==> src/rtl/uds_pkg.sv <==
package uds_pkg;

    // Mask bit positions: the class order below is decoded by software
    localparam int unsigned MASK_BIT_EMPTY   = 1;
    localparam int unsigned MASK_CLASS_BASE  = 2;
    localparam int unsigned NUM_CLASSES      = 4;

    // Class index inside the sorted vector (mask bit = base + index)
    localparam int unsigned CLS_LEGACY_FREE  = 0;
    localparam int unsigned CLS_CACHE_FREE   = 1;
    localparam int unsigned CLS_CACHE_MS     = 2;
    localparam int unsigned CLS_LEGACY_MS    = 3;

    typedef enum logic [1:0] {
        Q_OFF  = 2'd0,
        Q_LOW  = 2'd1,
        Q_HIGH = 2'd2
    } qual_state_e;

endpackage

==> src/rtl/uds_lane_sort.sv <==
module uds_lane_sort
    import uds_pkg::*;
#(
    parameter int unsigned LANE_MAX = 4,
    parameter int unsigned LANE_W   = 3
) (
    input  logic [LANE_W-1:0]                  legacy_uops,
    input  logic [LANE_W-1:0]                  cache_uops,
    input  logic                               ms_busy,
    output logic [NUM_CLASSES-1:0][LANE_W-1:0] class_cnt
);

    localparam int unsigned NUM_SRC = 2;
    localparam logic [LANE_W-1:0] LANE_CAP = LANE_W'(LANE_MAX);

    logic [NUM_SRC-1:0][LANE_W-1:0] raw;
    logic [NUM_SRC-1:0][LANE_W-1:0] capped;

    assign raw[0] = legacy_uops;
    assign raw[1] = cache_uops;

    // Clamp each source to the lane limit
    for (genvar g = 0; g < NUM_SRC; g++) begin : g_clamp
        assign capped[g] = (raw[g] > LANE_CAP) ? LANE_CAP : raw[g];
    end

    always_comb begin
        class_cnt = '0;
        if (ms_busy) begin
            class_cnt[CLS_LEGACY_MS] = capped[0];
            class_cnt[CLS_CACHE_MS]  = capped[1];
        end else begin
            class_cnt[CLS_LEGACY_FREE] = capped[0];
            class_cnt[CLS_CACHE_FREE]  = capped[1];
        end
    end

endmodule

==> src/rtl/uds_mask_sum.sv <==
module uds_mask_sum
    import uds_pkg::*;
#(
    parameter int unsigned LANE_W = 3,
    parameter int unsigned MASK_W = 8,
    parameter int unsigned SUM_W  = 4
) (
    input  logic [NUM_CLASSES-1:0][LANE_W-1:0] class_cnt,
    input  logic                               q_empty,
    input  logic [MASK_W-1:0]                  sel_mask,
    output logic [SUM_W-1:0]                   sel_sum
);

    logic [NUM_CLASSES-1:0][SUM_W-1:0] term;
    logic [SUM_W-1:0]                  empty_term;

    // Each class contributes only when its mask bit is set
    for (genvar g = 0; g < NUM_CLASSES; g++) begin : g_term
        assign term[g] = sel_mask[MASK_CLASS_BASE + g] ? SUM_W'(class_cnt[g]) : '0;
    end

    assign empty_term = (sel_mask[MASK_BIT_EMPTY] && q_empty) ? SUM_W'(1) : '0;

    always_comb begin
        sel_sum = empty_term;
        for (int i = 0; i < int'(NUM_CLASSES); i++) begin
            sel_sum = sel_sum + term[i];
        end
    end

    logic unused_mask_bits;
    assign unused_mask_bits = ^{sel_mask[0], sel_mask[MASK_W-1:MASK_CLASS_BASE+NUM_CLASSES]};

endmodule

==> src/rtl/uds_qualifier.sv <==
module uds_qualifier
    import uds_pkg::*;
#(
    parameter int unsigned SUM_W = 4,
    parameter int unsigned THR_W = 3
) (
    input  logic             clk,
    input  logic             rst_n,
    input  logic             en,
    input  logic             edge_en,
    input  logic [THR_W-1:0] thresh,
    input  logic [SUM_W-1:0] sel_sum,
    output logic [SUM_W-1:0] inc
);

    localparam int unsigned CMP_W = (SUM_W > THR_W) ? SUM_W : THR_W;

    qual_state_e state_q;
    qual_state_e state_d;

    logic [CMP_W-1:0] sum_w;
    logic [CMP_W-1:0] thr_w;
    logic             thr_zero;
    logic             qualifies;

    assign sum_w    = CMP_W'(sel_sum);
    assign thr_w    = CMP_W'(thresh);
    assign thr_zero = (thresh == '0);
    // A zero threshold behaves as one for cycle/edge qualification
    assign qualifies = thr_zero ? (sum_w != '0) : (sum_w >= thr_w);

    // State register
    always_ff @(posedge clk or negedge rst_n) begin
        if (!rst_n) begin
            state_q <= Q_OFF;
        end else begin
            state_q <= state_d;
        end
    end

    // Next state and increment
    always_comb begin
        state_d = state_q;
        inc     = '0;
        unique case (state_q)
            Q_OFF, Q_LOW: begin
                if (!en) begin
                    state_d = Q_OFF;
                end else if (qualifies) begin
                    state_d = Q_HIGH;
                    if (edge_en) inc = SUM_W'(1);
                end else begin
                    state_d = Q_LOW;
                end
            end
            Q_HIGH: begin
                if (!en) begin
                    state_d = Q_OFF;
                end else if (qualifies) begin
                    state_d = Q_HIGH;
                end else begin
                    state_d = Q_LOW;
                end
            end
            default: begin
                state_d = Q_OFF;
            end
        endcase
        if (en && !edge_en) begin
            if (thr_zero) begin
                inc = sel_sum;
            end else begin
                inc = qualifies ? SUM_W'(1) : '0;
            end
        end
    end

endmodule

==> src/rtl/uds_accum.sv <==
module uds_accum #(
    parameter int unsigned CNT_W = 48,
    parameter int unsigned SUM_W = 4
) (
    input  logic             clk,
    input  logic             rst_n,
    input  logic             clr,
    input  logic [SUM_W-1:0] inc,
    output logic [CNT_W-1:0] count
);

    logic [CNT_W-1:0] count_q;

    always_ff @(posedge clk or negedge rst_n) begin
        if (!rst_n) begin
            count_q <= '0;
        end else if (clr) begin
            count_q <= '0;
        end else begin
            count_q <= count_q + CNT_W'(inc);
        end
    end

    assign count = count_q;

endmodule

==> src/rtl/uop_src_counter.sv <==
module uop_src_counter
    import uds_pkg::*;
#(
    parameter int unsigned CNT_W    = 48,
    parameter int unsigned LANE_MAX = 4,
    parameter int unsigned LANE_W   = $clog2(LANE_MAX + 1),
    parameter int unsigned THR_W    = LANE_W,
    parameter int unsigned MASK_W   = 8
) (
    input  logic              clk,
    input  logic              rst_n,
    input  logic              en,
    input  logic              clr,
    input  logic [MASK_W-1:0] sel_mask,
    input  logic [THR_W-1:0]  thresh,
    input  logic              edge_en,
    input  logic [LANE_W-1:0] legacy_uops,
    input  logic [LANE_W-1:0] cache_uops,
    input  logic              ms_busy,
    input  logic              q_empty,
    output logic [CNT_W-1:0]  count
);

    localparam int unsigned SUM_W = $clog2(2 * LANE_MAX + 2);

    logic [NUM_CLASSES-1:0][LANE_W-1:0] class_cnt;
    logic [SUM_W-1:0]                   sel_sum;
    logic [SUM_W-1:0]                   inc;

    uds_lane_sort #(
        .LANE_MAX (LANE_MAX),
        .LANE_W   (LANE_W)
    ) i_sort (
        .legacy_uops (legacy_uops),
        .cache_uops  (cache_uops),
        .ms_busy     (ms_busy),
        .class_cnt   (class_cnt)
    );

    uds_mask_sum #(
        .LANE_W (LANE_W),
        .MASK_W (MASK_W),
        .SUM_W  (SUM_W)
    ) i_sum (
        .class_cnt (class_cnt),
        .q_empty   (q_empty),
        .sel_mask  (sel_mask),
        .sel_sum   (sel_sum)
    );

    uds_qualifier #(
        .SUM_W (SUM_W),
        .THR_W (THR_W)
    ) i_qual (
        .clk     (clk),
        .rst_n   (rst_n),
        .en      (en),
        .edge_en (edge_en),
        .thresh  (thresh),
        .sel_sum (sel_sum),
        .inc     (inc)
    );

    uds_accum #(
        .CNT_W (CNT_W),
        .SUM_W (SUM_W)
    ) i_accum (
        .clk   (clk),
        .rst_n (rst_n),
        .clr   (clr),
        .inc   (inc),
        .count (count)
    );

endmodule

==> config.mk <==
export PLATFORM = sky130hd
export DESIGN_NAME = uop_src_counter
export DESIGN_NICKNAME = d
export VERILOG_FILES = /design/src/rtl/uds_pkg.sv /design/src/rtl/uds_lane_sort.sv /design/src/rtl/uds_mask_sum.sv /design/src/rtl/uds_qualifier.sv /design/src/rtl/uds_accum.sv /design/src/rtl/uop_src_counter.sv
export SDC_FILE = /design/constraint.sdc
export NUM_CORES = 1
export LEC_CHECK = 0
export BUFFER_PORTS_ARGS = -buffer_cell sky130_fd_sc_hd__buf_2
export CORE_MARGIN = 3
export CORE_UTILIZATION = 30
export DETAILED_ROUTE_END_ITERATION = 7
export GPL_TIMING_DRIVEN = 0
export HOLD_SLACK_MARGIN = 0.1
export SYNTH_ARGS = -nofsm -noshare
export SYNTH_HDL_FRONTEND = slang
export SYNTH_HIERARCHICAL = 1
export SYNTH_SLANG_ARGS = --single-unit
==> constraint.sdc <==
create_clock -name clk -period 2.45 [get_ports clk]
set_input_delay 0.245 -clock clk [delete_from_list [all_inputs] [get_ports clk]]
set_output_delay 0.245 -clock clk [all_outputs]
set_load 0.02 [all_outputs]
==> results.md, run 1 <==
- The run finished, with violations left.
- The final reports fail on negative setup slack.
- Yosys mapped a number of flops with a built-in enable equal to 0.
- The most common cell in the synthesized netlist is dfrtp_1.
- The y dimension of the die is about 110 um.
- In this run the number of H-tree levels came out at 2.
- The initial antenna violation count is 0.
- The synthesized design spends more area on one cell type than any other, namely dfrtp_1.
- The clock latency at the later pin of the worst-skew pair is slightly above 0.3 ns.
- For the pin with the worst max-slew slack, the measured transition is approximately 1.2 ns.
- Of the post-synthesis cell area, the dominant cell type holds 0.382.
- In this run, placement finished with an instance count of roughly 550.
- The critical path goes through buf_8 > buf_8 > nor3b_2 > nand2_1 > fa_1 > fa_1 > inv_1 > ha_2 > inv_2 > fa_2 > inv_2 > ha_4 > o21ai_2 > o211ai_1 > and4_4 > ha_4 > inv_2 > fa_2 > nand2b_4 > a211oi_4 > nand3_2 > or4_1 > a21oi_2.
- The layout-stage area growth over the synthesis result is 35.2%.
- TritonCTS built the clock tree.
- In this design, the critical path's most frequently occurring cell is inv_2.
- The Yosys step of the flow raised 6 warnings.
- The critical path crosses 23 cells after its start point.
- CTS placed an instance of clkbuf_8 at the clock tree root.
- The region available for standard cell placement spans between 0.01 and 0.015 mm2.
- The wire length after detailed routing is about 9 mm.
- The first-iteration detailed-routing DRC count is about 160.
- In this run the worst setup path begins at ms_busy.
- The number of clock buffers added by TritonCTS is 5.
- By area the synthesized netlist is led by dfrtp_1 38%, a21oi_1 5.0%, fa_1 4.9%, or4_1 4.1%, o31ai_1 3.9%.
- In the final routed layout, each cell accounts on average for 16.1 um.
- Sorting the synthesized cells by how often they occur yields 50 x dfrtp_1, 33 x a21oi_1, 25 x nand2_1.
- The remaining global-route overflow is 0.
- The share of synthesized area occupied by flip-flops and latches is 0.382.
- The number of hold violations in the final report is 0.
- The tool flagged a number of max-cap violations equal to 0.
- The worst pin sits at a relative slew slack of 0.220.
- The number of filler instances in the final layout is about 1,000.
- The area of all sequential standard cells is ~0.0013 mm2.
- The final count of pins violating max slew is 0.
- The worst setup path is of the in -> reg kind.
- The row count is 37.
- Buffers placed on the I/O ports in this run total 67.
- The synthesized netlist occupies a cell area of between 0.003 and 0.004 mm2.
- The maximum cell stage delay along the critical path is between 0.5 and 0.6 ns.
- The deepest clock path buffer count is 2.
- After synthesis, the mean cell area works out to 9.42 um2.
- For this design the static power due to leakage is ~1.9 nW.
- The kind of end point of the critical path is a flop.
- The clock slew at the register clock pins of the worst setup and hold paths is about 0.10 ns.
- STA puts the critical path data required time at 2.69 ns.
- The worst register-to-register path ends at i_accum/count[34].
- The TritonCTS sink count is 50.
- The count of cells in the finished layout, fillers not included, comes to 574.
- Of the available clock period, the critical path in the final layout requires 1.94.
- At the end of routability-driven placement, the weighted congestion stood at about 0.79.
- The instance count of the mapped netlist is about 350.
- Once layout is complete, the utilization of the core stands at 0.424.
- The number of buffer and inverter instances along the worst setup path is 6.
- The min-delay analysis places its worst path in the category in -> reg.
- Following the worst setup path forward leads to its endpoint at i_accum/count[34].
- The worst clock skew is roughly 0.0045 ns.
- Along the worst path, the maximum fanout reaches 5.
- In the post-route analysis, the smallest setup slack over all paths is -2.29 ns.
- Detailed placement ended at an HPWL of roughly 6.5 mm.
- Power spread over the standard cell area amounts to approximately 350 mW/mm2.
- The total of endpoints with negative setup slack in the final report is 50.
- The worst setup path is launched from a primary input.
- The clock period minus worst slack is 4.74 ns.
- The maximum resistive drop on vdd is ~0.22 mV.
- The DRC violations left is 0.
- Setup repair after global routing could not meet its margin everywhere.
- The via count of the first global-routing pass is about 3,100.
- The final route contains about 3,100 vias.
- Using the TritonRoute via totals, the vias-per-cell ratio works out to between 5 and 6.
- The initial utilization of the core area, before any placement, comes to 0.313.
- The maximum clock rate is between 200 and 250 MHz.
- The number of detailed-routing iterations run before antenna repair is 4.
- The diode insertion count for antenna repair is 0.
- Among all flip-flop cells after synthesis, the most frequent one is dfrtp_1.
- The wire length of the first global-routing pass is 15.4 mm.
- In the final layout, the share of cells above drive strength 1 is 0.402.
- Total power for the finished layout comes to around 1.6 mW.
- The final layout contains around 480 nets.
- Counting flops and latches in the post-synthesis netlist gives 50.
- The post-synthesis net count is 388.
- Across all register-to-register paths, the minimum setup slack is 0.02 ns.
- The worst-case hold slack is around 0.13 ns.
- The count of nets left with antenna violations once routing finished came out at 0.
- The aggregate global-route resource usage is 0.151.
- The count of cells along the worst register-to-register path is 10.
- The highest-delay cell along the critical path is fa_1.
- The synthesized netlist contains 50 unique library cells.
- The floorplan step defined a die boundary enclosing ~0.012 mm2.
- The number of top-level pins is slightly above 70.
- The area of combinational cells with multiple inputs is between 0.002 and 0.0025 mm2.
- The largest net degree at the start of global routing is between 50 and 60.
- From left edge to right edge, the die measures between 100 and 150 um.
- The family with the most delay on the worst path is adder cells.
- At the worst endpoint, the arrival time is 4.98 ns.
- In this run the critical register-to-register path is launched from i_qual/state_q[1].
- For this run, asynchronously set or reset flops after synthesis account for 1.00.
## final cells by class
class,instances,area share
Sequential cell,50,0.282
Tap cell,136,0.0384
Clock inverter,1,0.00113
Timing Repair Buffer,82,0.115
Multi-Input combinational cell,270,0.501
Clock buffer,7,0.0195
Buffer,12,0.0296
Inverter,16,0.0135
## cell usage in the layout, fill, tap and decap left out, types with 5 or more instances in the layout
cell,instances
and3b_1,5
or3_4,7
and4_1,5
nor3_1,5
inv_1,13
nand4_1,14
o31ai_2,6
a21oi_1,17
nor2_1,22
ha_1,5
clkbuf_8,8
and2_1,9
xor2_1,7
nand3_1,15
or4_1,12
dfrtp_1,50
buf_2,66
buf_4,12
nand2_1,25
o21ai_0,8
or4_4,6
o31ai_1,8
xnor2_1,8
or3_1,7
o21ai_1,5
a21oi_2,15
## metrics by stage
stage / setup slack (ns) / TNS, ns / area (um2)
floorplan: -2.31 / -94.93 / 3380
global placement: -2.87 / -119.38 / 3880
detailed placement: -2.98 / -123.75 / 3880
CTS: -2.30 / -99.45 / 4270
global route: -2.47 / -107.41 / 4430
finish: -2.29 / -98.26 / 4430
## layer usage
metal / global-route usage / up-vias / share of wire
met3: 0.0323 / 13 / 0.047
met4: 0.0460 / 0 / 0.017
met1: 0.187 / 1508 / 0.43
li1: - / 1462 / -
met2: 0.261 / 78 / 0.51
met5: 0 / - / 0
## flip-flops by register name (all words and copies together) (netlist names)
signal	cells
i_accum/count	48
i_qual/state_q	2
## worst reg2reg max path: stages, from the launching register on
cell      delay (ns)
dfrtp_1         0.39
nand2_1         0.06
and4_4          0.23
ha_4            0.14
inv_2           0.03
fa_2            0.33
nand2b_4        0.17
a211oi_4        0.28
nand3_2         0.17
or4_1           0.45
a21oi_2         0.12
## cell families (layout without fill, tap and decap cells)
| kind of cell | count (synthesis) | after routing | synth area share |
|---|---|---|---|
| buffers and inverters | 28 | 118 | 0.0435 |
| adders and majority gates | 16 | 16 | 0.0794 |
| and+or+nand+nor | 166 | 166 | 0.318 |
| xor gates and xnor gates | 16 | 16 | 0.0473 |
| DFF | 50 | 50 | 0.382 |
| AOI/OAI and AO/OA | 72 | 72 | 0.131 |
## worst min-delay path by stage
| stage | start | end | slack [ns] | cells past startpoint |
|---|---|---|---|---|
| 2_1_floorplan | rst_n | i_accum/count[0] | -0.05 | 0 |
| 3_3_place_gp | clr | i_accum/count[5] | 0.46 | 2 |
| 6_report | clr | i_accum/count[12] | 0.13 | 2 |
| 5_1_grt | clr | i_accum/count[12] | 0.12 | 2 |
| 3_5_place_dp | clr | i_accum/count[47] | 0.46 | 2 |
| 4_1_cts | clr | i_accum/count[13] | 0.13 | 2 |
## timing repair
item | 4_1_cts | 5_1_grt
hold buffers | 0 | 0
buffers inserted | 13 | 3
endpoints found under the setup margin | 50 | 50
cloned | 2 | 0
gates resized for setup | 31 | 39
pin swaps | 31 | 23
## report_power, final
group	switching, mW	internal (mW)
combinational	0.112	0.0928
clock	0.292	0.229
sequential	0.00869	0.836
Power figures use the tool's default switching activity.
==> run 2, diff against run 1 <==
--- a/config.mk
+++ b/config.mk
@@ -7,10 +7,11 @@
 export LEC_CHECK = 0
 export BUFFER_PORTS_ARGS = -buffer_cell sky130_fd_sc_hd__buf_2
 export CORE_MARGIN = 3
-export CORE_UTILIZATION = 30
+export CORE_UTILIZATION = 50
 export DETAILED_ROUTE_END_ITERATION = 7
 export GPL_TIMING_DRIVEN = 0
 export HOLD_SLACK_MARGIN = 0.1
+export PLACE_DENSITY = 0.77
 export SYNTH_ARGS = -nofsm -noshare
 export SYNTH_HDL_FRONTEND = slang
 export SYNTH_HIERARCHICAL = 1
==> results.md, run 2 (synthesis results as in run 1) <==
- The DRC violations left came to 0 (unchanged).
- The type of element launching the critical path is a primary input.
- The number of flip-flops under the largest register name was 48 (unchanged).
- The core region area came to 0.00613 mm2 (-41%).
- The worst setup slack before clock tree synthesis is -2.89 ns (+0.0924 ns).
- The post-DP HPWL is 5.91 mm (-9.2%).
- The clock period minus worst slack is 4.79 ns (+0.0456 ns).
- The maximum fanout count along the critical path is 5 (unchanged).
- The power density over the cells was 359 mW/mm2 (+1.2%).
- In the layout the commonest cells are 66 x buf_2, 50 x dfrtp_1, 24 x nand2_1.
- The via-per-instance ratio came to 6.14 (+15%).
- Traced cell by cell, the critical path runs through buf_12 > buf_8 > nor3b_2 > nand2_1 > fa_1 > fa_1 > inv_1 > ha_2 > inv_2 > fa_2 > inv_2 > ha_4 > o21ai_2 > o211ai_1 > and4_4 > ha_4 > inv_2 > fa_2 > nand2b_4 > a211oi_4 > nand3_2 > or4_1 > a21oi_1.
- The checks that failed: negative setup slack.
- The initial standard-cell utilization of the core was 0.535 (+0.221).
- The transition at the pin with the smallest max-transition slack is 1.13 ns (-0.0371 ns).
- The die width is 87.0 um (-21%).
- The number of top-level pins is 72 (unchanged).
- The initial antenna violation count is 0 (unchanged).
- The library cell used most frequently in the layout, excluding fill and tap cells, is buf_2.
- The CTS root buffer is clkbuf_8.
- The wire length after detailed routing came to 9.22 mm (about the same).
- The leakage power of the design was 1.91 nW (+1.5%).
- The utilization after layout was 0.732 (+0.308).
- The flow ran to the end, but the final reports show violations.
- The number of detailed-routing iterations run before antenna repair is 5 (+1).
- Setup repair after global routing could not meet its margin everywhere.
- The die footprint was 0.00756 mm2 (-38%).
- The level count of the clock H-tree came to 2 (unchanged).
- The number of buffers inserted by port buffering is 67 (unchanged).
- The normalized max-slew margin is 0.245 (+0.0248).
- The first-iteration detailed-routing DRC count is 157 (-3.7%).
- The maximum cell stage delay along the critical path is 0.53 ns (about the same).
- The final weighted congestion in routability-driven placement was 0.799 (+0.88%).
- The remaining global-route overflow was 0 (unchanged).
- The part of the cycle the worst path needs is 1.95 (+0.0186).
- The kind of critical path is in -> reg.
- The least setup slack across all paths after layout is -2.34 ns (-0.0455 ns).
- The net count of the finished layout is 479 (+0.42%).
- The min-delay analysis places its worst path in the category in -> reg.
- The routed wirelength normalized by instance count came to 17.9 um (+11%).
- The clock latency at the later pin of the worst-skew pair is 0.31 ns (about the same).
- The aggregate global-route resource usage was 0.250 (+0.0995).
- The post-route cell area was 0.00449 mm2 (+1.2%).
- The post-route total power is 1.61 mW (+2.4%).
- The maximum clock rate came to 209 MHz (-0.95%).
- The cell that appears most often on the critical path is inv_2.
- The total number of vias is 3,160 (+3.2%).
- The maximum resistive drop on vdd was 0.278 mV (+25%).
- The wire length of the first global-routing pass is 15.1 mm (-1.9%).
- The deepest clock path buffer count came to 2 (unchanged).
- The clock buffer count from CTS is 5 (unchanged).
- The highest-delay cell along the critical path is fa_1.
- The final count of pins violating max slew is 0 (unchanged).
- The antenna violation net count after detailed routing came to 0 (unchanged).
- STA classifies the critical path endpoint as a flop.
- The worst-case hold slack came to 0.144 ns (+0.00919 ns).
- The via count of the first global-routing pass is 3,136 (+0.032%).
- The layout cell share with drive strength beyond 1 was 0.436 (+0.0345).
- The clock slew at the register clock pins of the worst setup and hold paths is 0.10 ns (about the same).
- The data arrival time at the worst-slack endpoint is 5.02 ns (+0.04 ns).
- The area of placed instances is 0.00381 mm2 (-2.0%).
- The number of hold buffers added after CTS is 0 (unchanged).
- The cell count after placement is 490 (-11%).
- The number of filler instances in the final layout is 435 (-58%).
- The number of hold violations in the final report came to 0 (unchanged).
- The final instance count without filler cells is 515 (-10%).
- The final-layout setup total negative slack is -100.68 ns (-2.43 ns).
- The TritonCTS clock tree is done.
- The y dimension of the die is 87.0 um (-21%).
- The worst clock skew is 0.0106 ns (+0.00616 ns).
- The row count came to 28 (-24%).
- The total of endpoints with negative setup slack in the final report was 50 (unchanged).
- The endpoint required time on the critical path was 2.69 ns (about the same).
- The diode insertion count for antenna repair was 0 (unchanged).
- The max capacitance violation total came to 0 (unchanged).
- The largest net degree at the start of global routing is 51 (unchanged).
- The TritonCTS sink count came to 50 (unchanged).
- From synthesis to final layout, the design area changed by 36.8%.
[run 2: cell types whose count changed in the layout (fill, tap and decap cells not counted), moves of 3 or more]
cell / previous run / this run
o21ai_2: 2 / 8
a21oi_1: 17 / 13
o21ai_0: 8 / 3
a21oi_2: 15 / 19
o31ai_4: 3 / 7
buf_6: 3 / 6
[run 2: cell type report]
class	instances	area (um2)	share of cell area
clock buffer	7	96.3	0.0215
buffer	12	153	0.0340
sequential	50	1250	0.279
timing repair buffer	84	515	0.115
inverter	16	60.1	0.0134
multi-input combinational	270	2310	0.514
tap	75	93.8	0.0209
clock inverter	1	8.76	0.00195
[run 2: worst max-delay path, delay by kind of cell]
family,cells,cell delay (ns)
buffers and inverters,6,0.43
AO/OA/AOI/OAI,4,0.69
AND/OR/NAND/NOR,6,1.28
adder cells (fa/ha/maj),7,2.35
[run 2: worst paths after layout]
path	depth (start not counted)	slack, ns	to	start
max	23	-2.34	i_accum/count[34]	ms_busy
min	2	0.14	i_accum/count[13]	clr
max reg2reg	10	-0.01	i_accum/count[34]	i_qual/state_q[1]
min reg2reg	3	0.55	i_qual/state_q[0]	i_qual/state_q[0]
max in group asynchronous	1	1.60	i_accum/count[0]	rst_n
min in group asynchronous	1	0.15	i_accum/count[7]	rst_n
[run 2: power breakdown]
group | switching, mW | internal [mW]
registers | 0.00798 | 0.836
clock network | 0.292 | 0.260
logic | 0.117 | 0.0958
[run 2: layer usage]
metal,part of all wire,up-vias,global-route usage
li1,-,1475,-
met1,0.43,1545,0.346
met2,0.49,119,0.396
met3,0.059,21,0.0473
met4,0.019,0,0.0807
met5,0,-,0
[run 2: repair_timing]
action	CTS	global route
setup buffers	13	5
pin swaps	44	28
resized for setup	54	42
gates cloned	2	0
endpoints found under the setup margin	50	50
==> run 3, diff against run 2 <==
--- a/config.mk
+++ b/config.mk
@@ -6,7 +6,7 @@
 export NUM_CORES = 1
 export LEC_CHECK = 0
 export BUFFER_PORTS_ARGS = -buffer_cell sky130_fd_sc_hd__buf_2
-export CORE_MARGIN = 3
+export CORE_MARGIN = 2
 export CORE_UTILIZATION = 50
 export DETAILED_ROUTE_END_ITERATION = 7
 export GPL_TIMING_DRIVEN = 0
==> constraint.sdc (replaced) <==
create_clock -name clk -period 2.45 [get_ports clk]
set_input_delay 0.245 -clock clk [delete_from_list [all_inputs] [get_ports clk]]
set_output_delay 0.245 -clock clk [all_outputs]
set_load 0.005 [all_outputs]
==> results.md, run 3 (synthesis results as in run 1) <==
- The maximum clock rate is 210 MHz (+0.64%).
- The clock buffer count from CTS came to 5 (unchanged).
- The clock period minus worst slack is 4.76 ns (-0.0304 ns).
- The part of the cycle the worst path needs is 1.94 (-0.0124).
- The checks that failed: negative setup slack.
- The TritonCTS sink count is 50 (unchanged).
- The routed wirelength normalized by instance count is 17.4 um (-2.6%).
- The deepest clock path buffer count is 2 (unchanged).
- The die footprint is 0.00722 mm2 (-4.5%).
- The leakage power of the design is 1.91 nW (+0.13%).
- The worst setup path is captured at a flop.
- The aggregate global-route resource usage is 0.246 (-0.00421).
- The power spent charging and discharging nets is 0.370 mW (-11%).
- The part of the total power dissipated in the clock network is 0.313 (-0.030).
- The worst hold path terminates at i_accum/count[47].
- The wire length of the first global-routing pass is 14.5 mm (-3.8%).
- The row count was 29 (+3.6%).
- The met3 routed wirelength came to 459 um (-15%).
- The diode insertion count for antenna repair came to 0 (unchanged).
- The die width is 85.0 um (-2.3%).
- The maximum fanout count along the critical path is 6 (+1).
- The antenna violation net count after detailed routing is 0 (unchanged).
- The count of cells along the worst register-to-register path was 6 (-4).
- The area growth from synthesis to layout is 34.1%.
- The clock slew at the register clock pins of the worst setup and hold paths is 0.09 ns (about the same).
- The critical register-to-register path endpoint is i_accum/count[37].
- The origin of the critical flop-to-flop path is i_accum/count[18].
- The number of flip-flops under the largest register name is 48 (unchanged).
- The number of buffers inserted by port buffering came to 67 (unchanged).
- After detailed routing, no signal wire sits above met4.
- The flow ran to the end, but the final reports show violations.
- The net count of the finished layout is 484 (+1.0%).
- The normalized max-slew margin is 0.226 (-0.0193).
- Setup repair after global routing could not meet its margin everywhere.
- The initial antenna violation count is 0 (unchanged).
- The endpoint required time on the critical path is 2.68 ns (about the same).
- The via-per-instance ratio is 6.03 (-1.7%).
- The type of element launching the critical path is a primary input.
- The max capacitance violation total was 0 (unchanged).
- The total of endpoints with negative setup slack in the final report came to 50 (unchanged).
- The remaining global-route overflow was 0 (unchanged).
- The maximum resistive drop on vdd is 0.264 mV (-5.2%).
- The data arrival time at the worst-slack endpoint was 4.98 ns (-0.04 ns).
- The initial standard-cell utilization of the core is 0.516 (-0.0184).
- The slack of the worst reg-to-reg path is -0.06 ns (-0.05 ns).
- The internal power of the cells came to 1.15 mW (-3.5%).
- The cell depth of the worst min-delay path was 2 (unchanged).
- The switching power as a share of total power was 0.244 (-0.0158).
- The power density over the cells came to 346 mW/mm2 (-3.6%).
- The y dimension of the die is 85.0 um (-2.3%).
- The largest net degree at the start of global routing is 51 (unchanged).
- The class of the most critical hold timing path is in -> reg.
- The TritonCTS clock tree is done.
- The first-iteration detailed-routing DRC count is 216 (+38%).
- The top cell types in the final layout, fill and taps aside, are 67 x buf_2, 50 x dfrtp_1, 25 x nand2_1.
- The number of hold violations in the final report came to 0 (unchanged).
- The least setup slack across all paths after layout is -2.31 ns (+0.0304 ns).
- The cell count after placement is 492 (+0.41%).
- The worst setup slack before clock tree synthesis came to -3.00 ns (-0.112 ns).
- The worst-case hold slack is 0.152 ns (+0.00756 ns).
- The worst clock skew is 0.00938 ns (-0.00125 ns).
- The via count of the first global-routing pass is 3,024 (-3.6%).
- The final count of pins violating max slew came to 0 (unchanged).
- The most common cell after layout, fill and taps aside is buf_2.
- The final weighted congestion in routability-driven placement came to 0.820 (+2.6%).
- The post-DP HPWL is 5.86 mm (-0.79%).
- The tree is rooted in a clkbuf_8.
- The number of detailed-routing iterations run before antenna repair is 5 (unchanged).
- The part of the total power dissipated in sequential elements came to 0.554 (+0.029).
- The level count of the clock H-tree is 2 (unchanged).
- The routed metal-1 wire length was 3.97 mm (-0.60%).
- The DRC violations left is 0 (unchanged).
- The hold path startpoint is clr.
- The critical path in this run is classified as in -> reg.
- The portion of total power attributed to combinational logic came to 0.133 (about the same).
- The clock latency at the later pin of the worst-skew pair is 0.30 ns (about the same).
- The met2 routed wirelength is 4.47 mm (-0.93%).
- The total number of vias is 3,136 (-0.76%).
- The utilization after layout is 0.692 (-0.0394).
- The final instance count without filler cells is 520 (+0.97%).
- The core region area is 0.00635 mm2 (+3.6%).
- The number of hold buffers added after CTS is 0 (unchanged).
- The wire length after detailed routing is 9.07 mm (-1.7%).
- The final-layout setup total negative slack is -99.92 ns (+0.761 ns).
- The number of top-level pins is 72 (unchanged).
- The layout cell share with drive strength beyond 1 came to 0.397 (-0.0391).
- The transition at the pin with the smallest max-transition slack came to 1.16 ns (+0.0290 ns).
-- run 3: changes by cell type in the layout (fill, tap and decap cells not counted), sizes merged --
cell | before | now
buf | 88 | 93
clkinv | 1 | 0
clkbuf | 14 | 13
-- run 3: worst max-delay path, cell delays in order --
cell and delay [ns]:
buf_2 0.13, and3b_1 0.21, nand2_1 0.07, fa_1 0.55
fa_1 0.41, inv_1 0.07, ha_2 0.17, inv_2 0.04
fa_1 0.48, inv_2 0.06, ha_4 0.26, o21ai_2 0.04
o211ai_1 0.21, and4_1 0.22, ha_2 0.19, inv_2 0.04
fa_2 0.36, nand2b_4 0.17, a211oi_4 0.28, nand3_2 0.13
or4_1 0.51, a21oi_2 0.13
-- run 3: area by class of cell --
type / count / area [um2]
multi-input combinational: 270 / 2200
fill: 478 / 1950
tap: 77 / 96.3
timing repair buffer: 89 / 552
inverter: 16 / 60.1
sequential: 50 / 1250
buffer: 12 / 149
clock buffer: 6 / 82.6
-- run 3: stage by stage --
step / power, mW / area [um2]
6_report: 1.52 / 4400
5_1_grt: 1.59 / 4400
4_1_cts: 1.51 / 4230
3_5_place_dp: 1.02 / 3790
3_3_place_gp: 1.01 / 3790
2_1_floorplan: 0.952 / 3360
-- run 3: how the worst max path moves through the flow --
stage,from,to,slack (ns),depth (start not counted)
5_1_grt,ms_busy,i_accum/count[38],-2.51,24
2_1_floorplan,ms_busy,i_accum/count[34],-2.41,22
4_1_cts,ms_busy,i_accum/count[20],-2.24,24
6_report,cache_uops[2],i_accum/count[34],-2.31,22
3_5_place_dp,ms_busy,i_accum/count[34],-3.00,23
3_3_place_gp,ms_busy,i_accum/count[34],-2.91,23
-- run 3: routing by layer --
metal	track usage	vias to the layer above
li1	-	1474
met1	0.347	1526
met2	0.408	115
met3	0.0253	21
met4	0.0620	0
met5	0	-
-- run 3: power groups by stage --
stage,clock [mW],sequential (mW),combinational (mW)
final,0.475,0.842,0.202
after global routing,0.519,0.843,0.230
after CTS,0.489,0.842,0.183
after detailed placement,0,0.858,0.158
after global placement,0,0.858,0.154
after floorplan,0,0.858,0.0938
-- run 3: what timing repair did --
action / CTS / global route
gates resized for setup: 53 / 28
setup endpoints to repair: 50 / 50
setup buffers: 14 / 5
gates cloned: 3 / 0
pin swaps: 43 / 17
